File: src/rtl/npr_pkg.sv
package npr_pkg;
  localparam int MAX_STEPS = 8;
  localparam int SENT_W    = 13;

  localparam logic [7:0] OP_READ       = 8'h00;
  localparam logic [7:0] OP_SPARE_512  = 8'h50;
  localparam logic [7:0] OP_CONFIRM    = 8'h30;
  localparam logic [7:0] OP_IDENT      = 8'h90;

  typedef enum logic [1:0] {M_MAIN = 2'd0, M_SPARE = 2'd1, M_ID = 2'd2, M_RSVD = 2'd3} mode_e;
  typedef enum logic [1:0] {PG_512 = 2'd0, PG_2K = 2'd1, PG_4K = 2'd2, PG_RSVD = 2'd3} pgsz_e;
  typedef enum logic [2:0] {S_IDLE, S_BUS, S_WAIT, S_RLO, S_ROUT, S_RHI, S_FIN} st_e;
endpackage

File: src/rtl/npr_cycle_plan.sv
module npr_cycle_plan
  import npr_pkg::*;
(
  input  mode_e                             mode,
  input  pgsz_e                             pgsz,
  input  logic [23:0]                       row,
  input  logic                              row3,
  output logic [MAX_STEPS-1:0][8:0]         plan,
  output logic [3:0]                        nsteps,
  output logic [SENT_W-1:0]                 nbytes
);
  // plan entry: bit 8 = command (1) or address (0), bits 7:0 = byte
  logic        big;
  logic [15:0] col;
  int          n;

  always_comb begin
    plan = '0;
    n    = 0;
    big  = (pgsz != PG_512);
    col  = '0;
    if (mode == M_ID) begin
      plan[0] = {1'b1, OP_IDENT};
      plan[1] = {1'b0, 8'h00};
      n       = 2;
    end else begin
      if (mode == M_SPARE && big) col = (pgsz == PG_2K) ? 16'd2048 : 16'd4096;
      plan[n[2:0]] = {1'b1, (mode == M_SPARE && !big) ? OP_SPARE_512 : OP_READ};
      n = n + 1;
      plan[n[2:0]] = {1'b0, col[7:0]};
      n = n + 1;
      if (big) begin
        plan[n[2:0]] = {1'b0, col[15:8]};
        n = n + 1;
      end
      plan[n[2:0]] = {1'b0, row[7:0]};
      n = n + 1;
      plan[n[2:0]] = {1'b0, row[15:8]};
      n = n + 1;
      if (row3) begin
        plan[n[2:0]] = {1'b0, row[23:16]};
        n = n + 1;
      end
      if (big) begin
        plan[n[2:0]] = {1'b1, OP_CONFIRM};
        n = n + 1;
      end
    end
    nsteps = 4'(n);
  end

  always_comb begin
    unique case (mode)
      M_ID:    nbytes = SENT_W'(5);
      M_SPARE: nbytes = (pgsz == PG_512) ? SENT_W'(16)  : (pgsz == PG_2K) ? SENT_W'(64)   : SENT_W'(128);
      default: nbytes = (pgsz == PG_512) ? SENT_W'(512) : (pgsz == PG_2K) ? SENT_W'(2048) : SENT_W'(4096);
    endcase
  end
endmodule

File: src/rtl/npr_rb_wait.sv
module npr_rb_wait #(
  parameter int POLLS = 1000
) (
  input  logic clk,
  input  logic rst_n,
  input  logic start,
  input  logic rb,
  output logic ready
);
  localparam int CW = $clog2(POLLS + 1);

  typedef enum logic [1:0] {W_IDLE, W_SEEK, W_HOLD} wst_e;
  wst_e          st_q, st_n;
  logic [CW-1:0] cnt_q, cnt_n;

  always_comb begin
    st_n  = st_q;
    cnt_n = cnt_q;
    ready = 1'b0;
    unique case (st_q)
      W_IDLE: if (start) begin
        st_n  = W_SEEK;
        cnt_n = '0;
      end
      W_SEEK: begin
        if (!rb || cnt_q == CW'(POLLS - 1)) st_n = W_HOLD;
        else cnt_n = cnt_q + 1'b1;
      end
      W_HOLD: if (rb) begin
        ready = 1'b1;
        st_n  = W_IDLE;
      end
      default: st_n = W_IDLE;
    endcase
  end

  always_ff @(posedge clk or negedge rst_n) begin
    if (!rst_n) begin
      st_q  <= W_IDLE;
      cnt_q <= '0;
    end else begin
      st_q  <= st_n;
      cnt_q <= cnt_n;
    end
  end

  // while ready/busy stays high and polls remain, the search continues
  p_seek_continues_r6: assert property (@(posedge clk) disable iff (!rst_n)
    (st_q == W_SEEK && rb && cnt_q < CW'(POLLS - 1)) |=> (st_q == W_SEEK));
  // a busy flash holds off the ready indication
  p_busy_blocks_r6: assert property (@(posedge clk) disable iff (!rst_n)
    (st_q == W_HOLD && !rb) |=> (st_q == W_HOLD));
endmodule

File: src/rtl/nand_page_reader.sv
module nand_page_reader
  import npr_pkg::*;
#(
  parameter int BUS_W      = 16,
  parameter int STRB_CLKS  = 2,
  parameter int BUSY_POLLS = 1000
) (
  input  logic             clk,
  input  logic             rst_n,
  input  logic             req_valid,
  input  logic [1:0]       req_mode,
  input  logic [1:0]       req_pgsz,
  input  logic             req_row3,
  input  logic [23:0]      req_row,
  output logic             busy,
  output logic             done,
  output logic             nf_ce_n,
  output logic             nf_cle,
  output logic             nf_ale,
  output logic             nf_we_n,
  output logic             nf_re_n,
  output logic [7:0]       nf_dq_out,
  output logic             nf_dq_oe,
  input  logic [BUS_W-1:0] nf_dq_in,
  input  logic             nf_rb,
  output logic             rd_valid,
  input  logic             rd_ready,
  output logic [7:0]       rd_data,
  output logic             rd_chunk_end
);
  localparam int TW   = $clog2(2 * STRB_CLKS);
  localparam bit WIDE = (BUS_W == 16);

  st_e               st_q, st_n;
  logic [2:0]        idx_q, idx_n;
  logic [TW-1:0]     t_q, t_n;
  logic [BUS_W-1:0]  hold_q, hold_n;
  logic              hsel_q, hsel_n;
  logic [SENT_W-1:0] sent_q, sent_n;
  mode_e             mode_q;
  pgsz_e             pg_q;
  logic [23:0]       row_q;
  logic              r3_q;

  logic [MAX_STEPS-1:0][8:0] plan;
  logic [3:0]        nsteps;
  logic [SENT_W-1:0] nbytes;
  logic [8:0]        cur;
  logic              load, step_end, last_step, wait_start, rb_ready, pair_word;

  npr_cycle_plan u_plan (
    .mode(mode_q), .pgsz(pg_q), .row(row_q), .row3(r3_q),
    .plan(plan), .nsteps(nsteps), .nbytes(nbytes)
  );

  npr_rb_wait #(.POLLS(BUSY_POLLS)) u_rbw (
    .clk(clk), .rst_n(rst_n), .start(wait_start), .rb(nf_rb), .ready(rb_ready)
  );

  assign cur        = plan[idx_q];
  assign load       = (st_q == S_IDLE) && req_valid;
  assign step_end   = (st_q == S_BUS) && (t_q == TW'(2 * STRB_CLKS - 1));
  assign last_step  = ({1'b0, idx_q} == nsteps - 4'd1);
  assign wait_start = step_end && last_step && (mode_q != M_ID);
  assign pair_word  = WIDE && (mode_q != M_ID);

  always_comb begin
    st_n   = st_q;
    idx_n  = idx_q;
    t_n    = t_q;
    hold_n = hold_q;
    hsel_n = hsel_q;
    sent_n = sent_q;
    unique case (st_q)
      S_IDLE: if (req_valid) begin
        st_n   = S_BUS;
        idx_n  = '0;
        t_n    = '0;
        sent_n = '0;
      end
      S_BUS: begin
        t_n = t_q + 1'b1;
        if (step_end) begin
          t_n = '0;
          if (last_step) st_n = (mode_q == M_ID) ? S_RLO : S_WAIT;
          else idx_n = idx_q + 1'b1;
        end
      end
      S_WAIT: if (rb_ready) begin
        st_n = S_RLO;
        t_n  = '0;
      end
      S_RLO: begin
        t_n = t_q + 1'b1;
        if (t_q == TW'(STRB_CLKS - 1)) begin
          hold_n = nf_dq_in;
          hsel_n = 1'b0;
          t_n    = '0;
          st_n   = S_ROUT;
        end
      end
      S_ROUT: if (rd_ready) begin
        sent_n = sent_q + 1'b1;
        if (sent_q == nbytes - 1'b1) st_n = S_FIN;
        else if (pair_word && !hsel_q) hsel_n = 1'b1;
        else begin
          t_n  = '0;
          st_n = S_RHI;
        end
      end
      S_RHI: begin
        t_n = t_q + 1'b1;
        if (t_q == TW'(STRB_CLKS - 1)) begin
          t_n  = '0;
          st_n = S_RLO;
        end
      end
      S_FIN:   st_n = S_IDLE;
      default: st_n = S_IDLE;
    endcase
  end

  always_ff @(posedge clk or negedge rst_n) begin
    if (!rst_n) begin
      st_q   <= S_IDLE;
      idx_q  <= '0;
      t_q    <= '0;
      hold_q <= '0;
      hsel_q <= 1'b0;
      sent_q <= '0;
      mode_q <= M_MAIN;
      pg_q   <= PG_512;
      row_q  <= '0;
      r3_q   <= 1'b0;
    end else begin
      st_q   <= st_n;
      idx_q  <= idx_n;
      t_q    <= t_n;
      hold_q <= hold_n;
      hsel_q <= hsel_n;
      sent_q <= sent_n;
      if (load) begin
        mode_q <= mode_e'(req_mode);
        pg_q   <= pgsz_e'(req_pgsz);
        row_q  <= req_row;
        r3_q   <= req_row3;
      end
    end
  end

  assign busy      = (st_q != S_IDLE);
  assign done      = (st_q == S_FIN);
  assign nf_ce_n   = (st_q == S_IDLE);
  assign nf_cle    = (st_q == S_BUS) && cur[8];
  assign nf_ale    = (st_q == S_BUS) && !cur[8];
  assign nf_we_n   = !((st_q == S_BUS) && (t_q < TW'(STRB_CLKS)));
  assign nf_dq_out = cur[7:0];
  assign nf_dq_oe  = (st_q == S_BUS);
  assign nf_re_n   = (st_q != S_RLO);
  assign rd_valid  = (st_q == S_ROUT);
  assign rd_chunk_end = rd_valid && ((sent_q[8:0] == 9'h1FF) || (sent_q == nbytes - 1'b1));

  generate
    if (WIDE) begin : g_wide
      assign rd_data = (hsel_q && mode_q != M_ID) ? hold_q[15:8] : hold_q[7:0];
    end else begin : g_narrow
      assign rd_data = hold_q[7:0];
    end
  endgenerate

  p_latch_excl_r12: assert property (@(posedge clk) disable iff (!rst_n)
    !(nf_cle && nf_ale));
  p_no_read_in_cmd_r12: assert property (@(posedge clk) disable iff (!rst_n)
    (nf_cle || nf_ale) |-> nf_re_n);
  p_hold_byte_r11: assert property (@(posedge clk) disable iff (!rst_n)
    (rd_valid && !rd_ready) |=> (rd_valid && $stable(rd_data)));
  p_done_pulse_r13: assert property (@(posedge clk) disable iff (!rst_n)
    done |=> (!done && !busy));
  p_ignore_req_r14: assert property (@(posedge clk) disable iff (!rst_n)
    (busy && req_valid) |=> ($stable(row_q) && $stable(mode_q) && $stable(pg_q)));
endmodule

File: config.mk
export PLATFORM = sky130hd
export DESIGN_NAME = nand_page_reader
export DESIGN_NICKNAME = d
export VERILOG_FILES = /design/src/rtl/npr_pkg.sv /design/src/rtl/npr_cycle_plan.sv /design/src/rtl/npr_rb_wait.sv /design/src/rtl/nand_page_reader.sv
export SDC_FILE = /design/constraint.sdc
export NUM_CORES = 1
export LEC_CHECK = 0
export CAP_MARGIN = 20
export CORE_UTILIZATION = 38
export CTS_CLUSTER_SIZE = 8
export DETAILED_ROUTE_END_ITERATION = 10
export GPL_TIMING_DRIVEN = 1
export PLACE_DENSITY_LB_ADDON = 0.08
export SYNTH_ARGS = -nofsm -noshare
export SYNTH_HDL_FRONTEND = slang
export SYNTH_SLANG_ARGS = --single-unit
export TNS_END_PERCENT = 100
File: constraint.sdc
create_clock -name clk -period 3.65 [get_ports clk]
set_input_delay 0.5475 -clock clk [delete_from_list [all_inputs] [get_ports clk]]
set_output_delay 0.5475 -clock clk [all_outputs]
set_load 0.03 [all_outputs]
; After elaboration in Yosys (flattened, before gate mapping)
; Index checks and enable logic that the tools add are counted.
[op_classes]
n_addsub = 10
n_lt_le_gt_ge = 10
n_eq_ne = 35
n_mux = 76
n_bitwise = 3
n_reduce_logical = 42
[op_table]
columns = operator, count
row1 = $bwmux 72, 3
row2 = $mux 72, 3
row3 = $demux 9 s3, 4
row4 = $mux 13, 6
row5 = $mux 54, 1
row6 = $mux 9, 6
row7 = $pmux 13 s2, 2
row8 = $and 48x48->48, 1
row9 = $not 48->48, 1
row10 = $mux 3, 12
row11 = $mux 16, 2
row12 = $bmux 9 s3, 1
row13 = $mux 8, 3
row14 = $or 24x24->24, 1
row15 = $lt 3x4->1 const B, 5
row16 = $mux 10, 2
row17 = $mux 2, 10
row18 = $mux 4, 5
row19 = $ne 2x2->1 const B, 10
row20 = $pmux 10 s2, 1
row21 = $mux 18, 1
row22 = $pmux 3 s6, 1
row23 = $add 4x2->4 const B, 4
row24 = $logic_and 1x1->1, 16
row25 = other kinds (40), 75
[word_totals]
register_bits = 79
in_bits = 50

; Depth between registers and ports, before layout
[logic_depth]
depth_word = 20
ltp_mapped = 13

; Cells and area by module
; A second synthesis with hierarchy kept.
[unflattened]
hier_cells = 597
hier_area_um2 = 5914.4
[by_module_without_submodules]
columns = mod, instances, cells_per_inst, area_each_um2
row1 = nand_page_reader, 1, 381, 4224.1
row2 = npr_cycle_plan, 1, 148, 1018.5
row3 = npr_rb_wait, 1, 68, 671.9

; Least setup slack after synthesis
; OpenSTA, ideal clock, no wires.
[synth_path]
path_type = reg2out
start = reg pg_q[1]
end = out rd_chunk_end
arrival_time_ns = 2.936
path_slack_ns = 0.166
stages_incl_launch_ff = 13
path_buffers = 3
path_cell_list = dfrtp_1 or2_1 buf_6 inv_4 buf_2 buf_2 nand3b_1 ha_1 xor2_1 nand3_1 or4_4 nor4b_4 o21a_1
[synth_between]
elab_chain_cells = 8
elab_cells_between_ends = 11
cone_classes = 1 x add/sub / 2 x eq/ne / 5 x mux / 3 x reduce/logical
[synth_rtl]
columns = item, line
row1 = "start, declared", nand_page_reader.sv:41  ; pgsz_e pg_q;
row2 = "start signal, assigned", nand_page_reader.sv:144  ; pg_q <= pgsz_e'(req_pgsz);
row3 = $eq 2x1->1, "npr_cycle_plan.sv:55, npr_cycle_plan.sv:56"
row4 = $mux 8 / $mux 13 (equally long branches), "npr_cycle_plan.sv:55, npr_cycle_plan.sv:56"
row5 = $mux 13 (on tied branches), "npr_cycle_plan.sv:55, npr_cycle_plan.sv:56"
row6 = $pmux 13 s2 (*), npr_cycle_plan.sv:53  ; unique case (mode)
row7 = $sub 13x1->13 (*), nand_page_reader.sv:161  ; assign rd_chunk_end = rd_valid && ((sent_q[8:0] == 9'h1FF) || (sent_q == nbytes - 1'b1));
row8 = $eq 13x13->1 (*), nand_page_reader.sv:161
row9 = $logic_or 1x1->1 (*), nand_page_reader.sv:161
row10 = $logic_and 1x1->1 (*), nand_page_reader.sv:161
row11 = "end, declared", nand_page_reader.sv:29  ; output logic rd_chunk_end
; Every way passes the cells marked *; elsewhere a longest branch is shown, timed or not.

; Worst setup path after layout
; Same ends and word-level chain as after synthesis.

==> impl_metrics.toml <==
[clock_tree]
clk_latency_ns = 0.34
numClockSinks = 79
path_clk_slew_ns = 0.06
max-clock-path-buffers = 2
cts.htree.levels = 3
root_buffer = "clkbuf_16"
cts_buffers = 9
cts_tree = "built"

[timing]
rsz0062_at_grt = "no"
slew_headroom_pct = 40.62
slew_viol_final = 0
clock.fmax_mhz = 285.6
period_needed_ns = 3.501
skew_ns = 0.005432
finalCritPeriodShare_pct = 95.93
setup_tns_ns = 0
worst_slew_pin_slew_ns = 0.8882
finalHoldViolCount = 0
hold_ws_ns = 0.1078
setup_violations = 0

[layout]
multi_input_area_mm2 = 0.002516
area_delta_synth_final_pct = 27.11
register_area_mm2 = 0.001979
stdcell_area_mm2 = 0.005948
n_fill_cell = 1160
finish.utilization_pct = 49.52
n_antenna_cell = 0
drive_gt1_share_pct = 12.15
nets = 671

[place]
port_buffers = 75
place_congestion = 0.8049
place_area_mm2 = 0.005544
dp_hpwl_mm = 8.038

[synth]
syn-num-nets = 597
yosys_warnings = 0
yosys.cell_types.count = 60
syn_avg_cell_area_um2 = 8.829
synthCells = 530
async_flop_share_pct = 100.0
postSynthRegisterBits = 79
synth_area_mm2 = 0.004679
yosysSeqAreaShare_pct = 42.25
synth_edf_count = 0
synth_ff_type = "dfrtp_1"

[worst_setup_path]
path_delay_family = "simple AND/OR/NAND/NOR gates"
slowest_delay_ns = 0.57
path_cells = "or2_4, inv_4, nand3b_1, ha_1, xor2_1, nand3_1, or4_4, nor4b_4, o21a_1, buf_4"
cp_slowest_cell = "or4_4"
critPathRequiredTime_ns = 3.10
worst_ep_arrival_time_ns = 2.95
worstPathBufferInverterCount = 2
critPathLaunchType = "flip-flop"
crit_type = "flip-flop to primary output"
end_kind = "primary output"
cp_max_fo = 9

[floorplan]
core-area_mm2 = 0.01201
die_h_um = 113.0
num_io_pins = 76
die_w_um = 113.0
core.rowCount = 40
initial_core_util_pct = 38.96
dieArea_mm2 = 0.01276

[route]
remaining_drc_errors = 0
wl_mm = 11.43
antenna_left = 0
drt_iter0_markers = 256
post_drt_via_cell_ratio = 5.296
wl_per_cell_um = 15.12
firstDrtPassIters = 6
dr_total_vias = 4004

[worst_hold_path]
hold_class = "input port to asynchronous set/reset pin"

[global_route]
grt_max_degree = 80
antenna_found_initial = 0
grt_usage_pct = 19.44
grt_pass1_wl_mm = 19.55
grt-ovfl-total = 0
grt_pass1_vias = 3907

[power]
vdd_drop_max_mv = 0.5090
p_int_mw = 2.870
p_per_area_mw_per_mm2 = 840.8
combPwrFrac_pct = 51.7
leakage_nw = 2.646
power_frac_seq_pct = 29.8
sw_frac_of_total_pct = 42.62
power_mw = 5.001
p_clk_share_pct = 18.6
p_switching_mw = 2.132

[job]
maxCapViolCount = 0

[status]
status = "complete, no violations"
==> metrics by stage <==
step,setup WS (ns),instances
6_report,0.1485,756
3_5_place_dp,0.2648,734
5_1_grt,0.006756,756
3_3_place_gp,0.3503,734
2_1_floorplan,0.1664,530
4_1_cts,0.003097,751
==> logic make-up after synthesis <==
| family | share of synthesized area [%] |
|---|---|
| xor gates and xnor gates | 4.492 |
| buffers and inverters | 4.572 |
| adders and majority gates | 4.545 |
| DFF | 42.25 |
| AOI/OAI and AO/OA | 12.89 |
| muxes | 7.487 |
| and+or+nand+nor | 23.77 |
==> final timing paths <==
check | start | end | slack, ns | depth (start not counted)
min in group clk | row_q[18]$_DFFE_PN0P_ | row_q[18]$_DFFE_PN0P_ | 0.49 | 2
min | rst_n | sent_q[10]$_DFFE_PN0P_ | 0.11 | 1
max | pg_q[1]$_DFFE_PN0P_ | rd_chunk_end | 0.15 | 10
min reg2reg | row_q[18]$_DFFE_PN0P_ | row_q[18]$_DFFE_PN0P_ | 0.49 | 2
max reg2reg | mode_q[0]$_DFFE_PN0P_ | u_rbw.cnt_q[0]$_DFFE_PN0P_ | 0.65 | 11
max in group asynchronous | rst_n | st_q[1]$_DFFE_PN0P_ | 2.95 | 2
==> sequential cells by signal (all words and copies together) (netlist names) <==
name	count
u_rbw.st_q	2
hold_q	16
st_q	3
r3_q	1
pg_q	2
t_q	2
mode_q	2
hsel_q	1
sent_q	13
u_rbw.cnt_q	10
idx_q	3
row_q	24
==> power by group through the flow <==
stage,clock (mW),combinational [mW],sequential (mW)
detailed placement,0,2.51,1.50
finish,0.930,2.58,1.49
global placement,0,2.49,1.49
CTS,0.958,2.53,1.49
floorplan,0,1.88,1.35
global route,0.993,2.88,1.54
==> layer usage <==
layer	wire (µm)	vias up	track usage (%)	share of wire (%)
met2	5076	90	29.88	44
met1	5624	1916	26.62	49
met5	0	-	0	0
met4	133	0	5.351	1.2
met3	596	10	5.838	5.2
li1	-	1988	-	-
==> layout by cell type (no fill, tap or decap), types with 6 or more instances in the layout <==
master           synthesis  final
nor3_1                   7      7
a21oi_1                 20     20
o21ai_0                 26     25
xnor2_1                  8      8
buf_4                    1     18
a31oi_1                 10     10
mux2i_1                  8      8
xor2_1                  16     16
dfrtp_1                 79     77
clkdlybuf4s50_1          0     72
nand4_1                  9      9
or3_1                    6      6
clkbuf_16                0      9
o22ai_1                  7      7
ha_1                    17     15
nor2_1                  40     40
a22oi_1                  7      7
inv_1                   15     15
nand2_1                123    123
nand3_1                 17     17
mux2_2                  24     24
==> synthesized netlist by cell type (8+ instances only) <==
library cell | instances | area share (%)
mux2i_1 | 8 | 1.7
dfrtp_1 | 79 | 42
nand2_1 | 123 | 9.9
a31oi_1 | 10 | 1.3
nand4_1 | 9 | 1.2
nor2_1 | 40 | 3.2
clkbuf_1 | 15 | 1.2
a21oi_1 | 20 | 2.1
o21ai_0 | 26 | 2.8
inv_1 | 15 | 1.2
mux2_2 | 24 | 5.8
nand3_1 | 17 | 1.8
ha_1 | 17 | 4.5
xor2_1 | 16 | 3.0
xnor2_1 | 8 | 1.5
buf_2 | 10 | 1.1
==> worst register-to-register path: cells and delay by family (launching register included) <==
family / cells / cell delay, ns
DFF: 1 / 0.38
adders and majority gates: 2 / 0.46
AOI/OAI and AO/OA: 2 / 0.24
buffers and inverters: 2 / 0.40
xor gates and xnor gates: 1 / 0.12
and+or+nand+nor: 4 / 1.28
==> cell type report <==
cell class / count / area share (%)
inverter: 17 / 1.115
clock inverter: 5 / 1.073
multi-input combinational: 405 / 42.30
timing repair buffer: 92 / 15.06
clock buffer: 11 / 4.081
sequential: 79 / 33.28
tap: 147 / 3.092
==> timing repair <==
action,CTS,global route
setup endpoints to repair,3,3
buffers inserted,1,4
pin swaps,1,1
resized for setup,1,7
hold buffers,0,0
No activity file was read; power rests on OpenSTA's default activity.
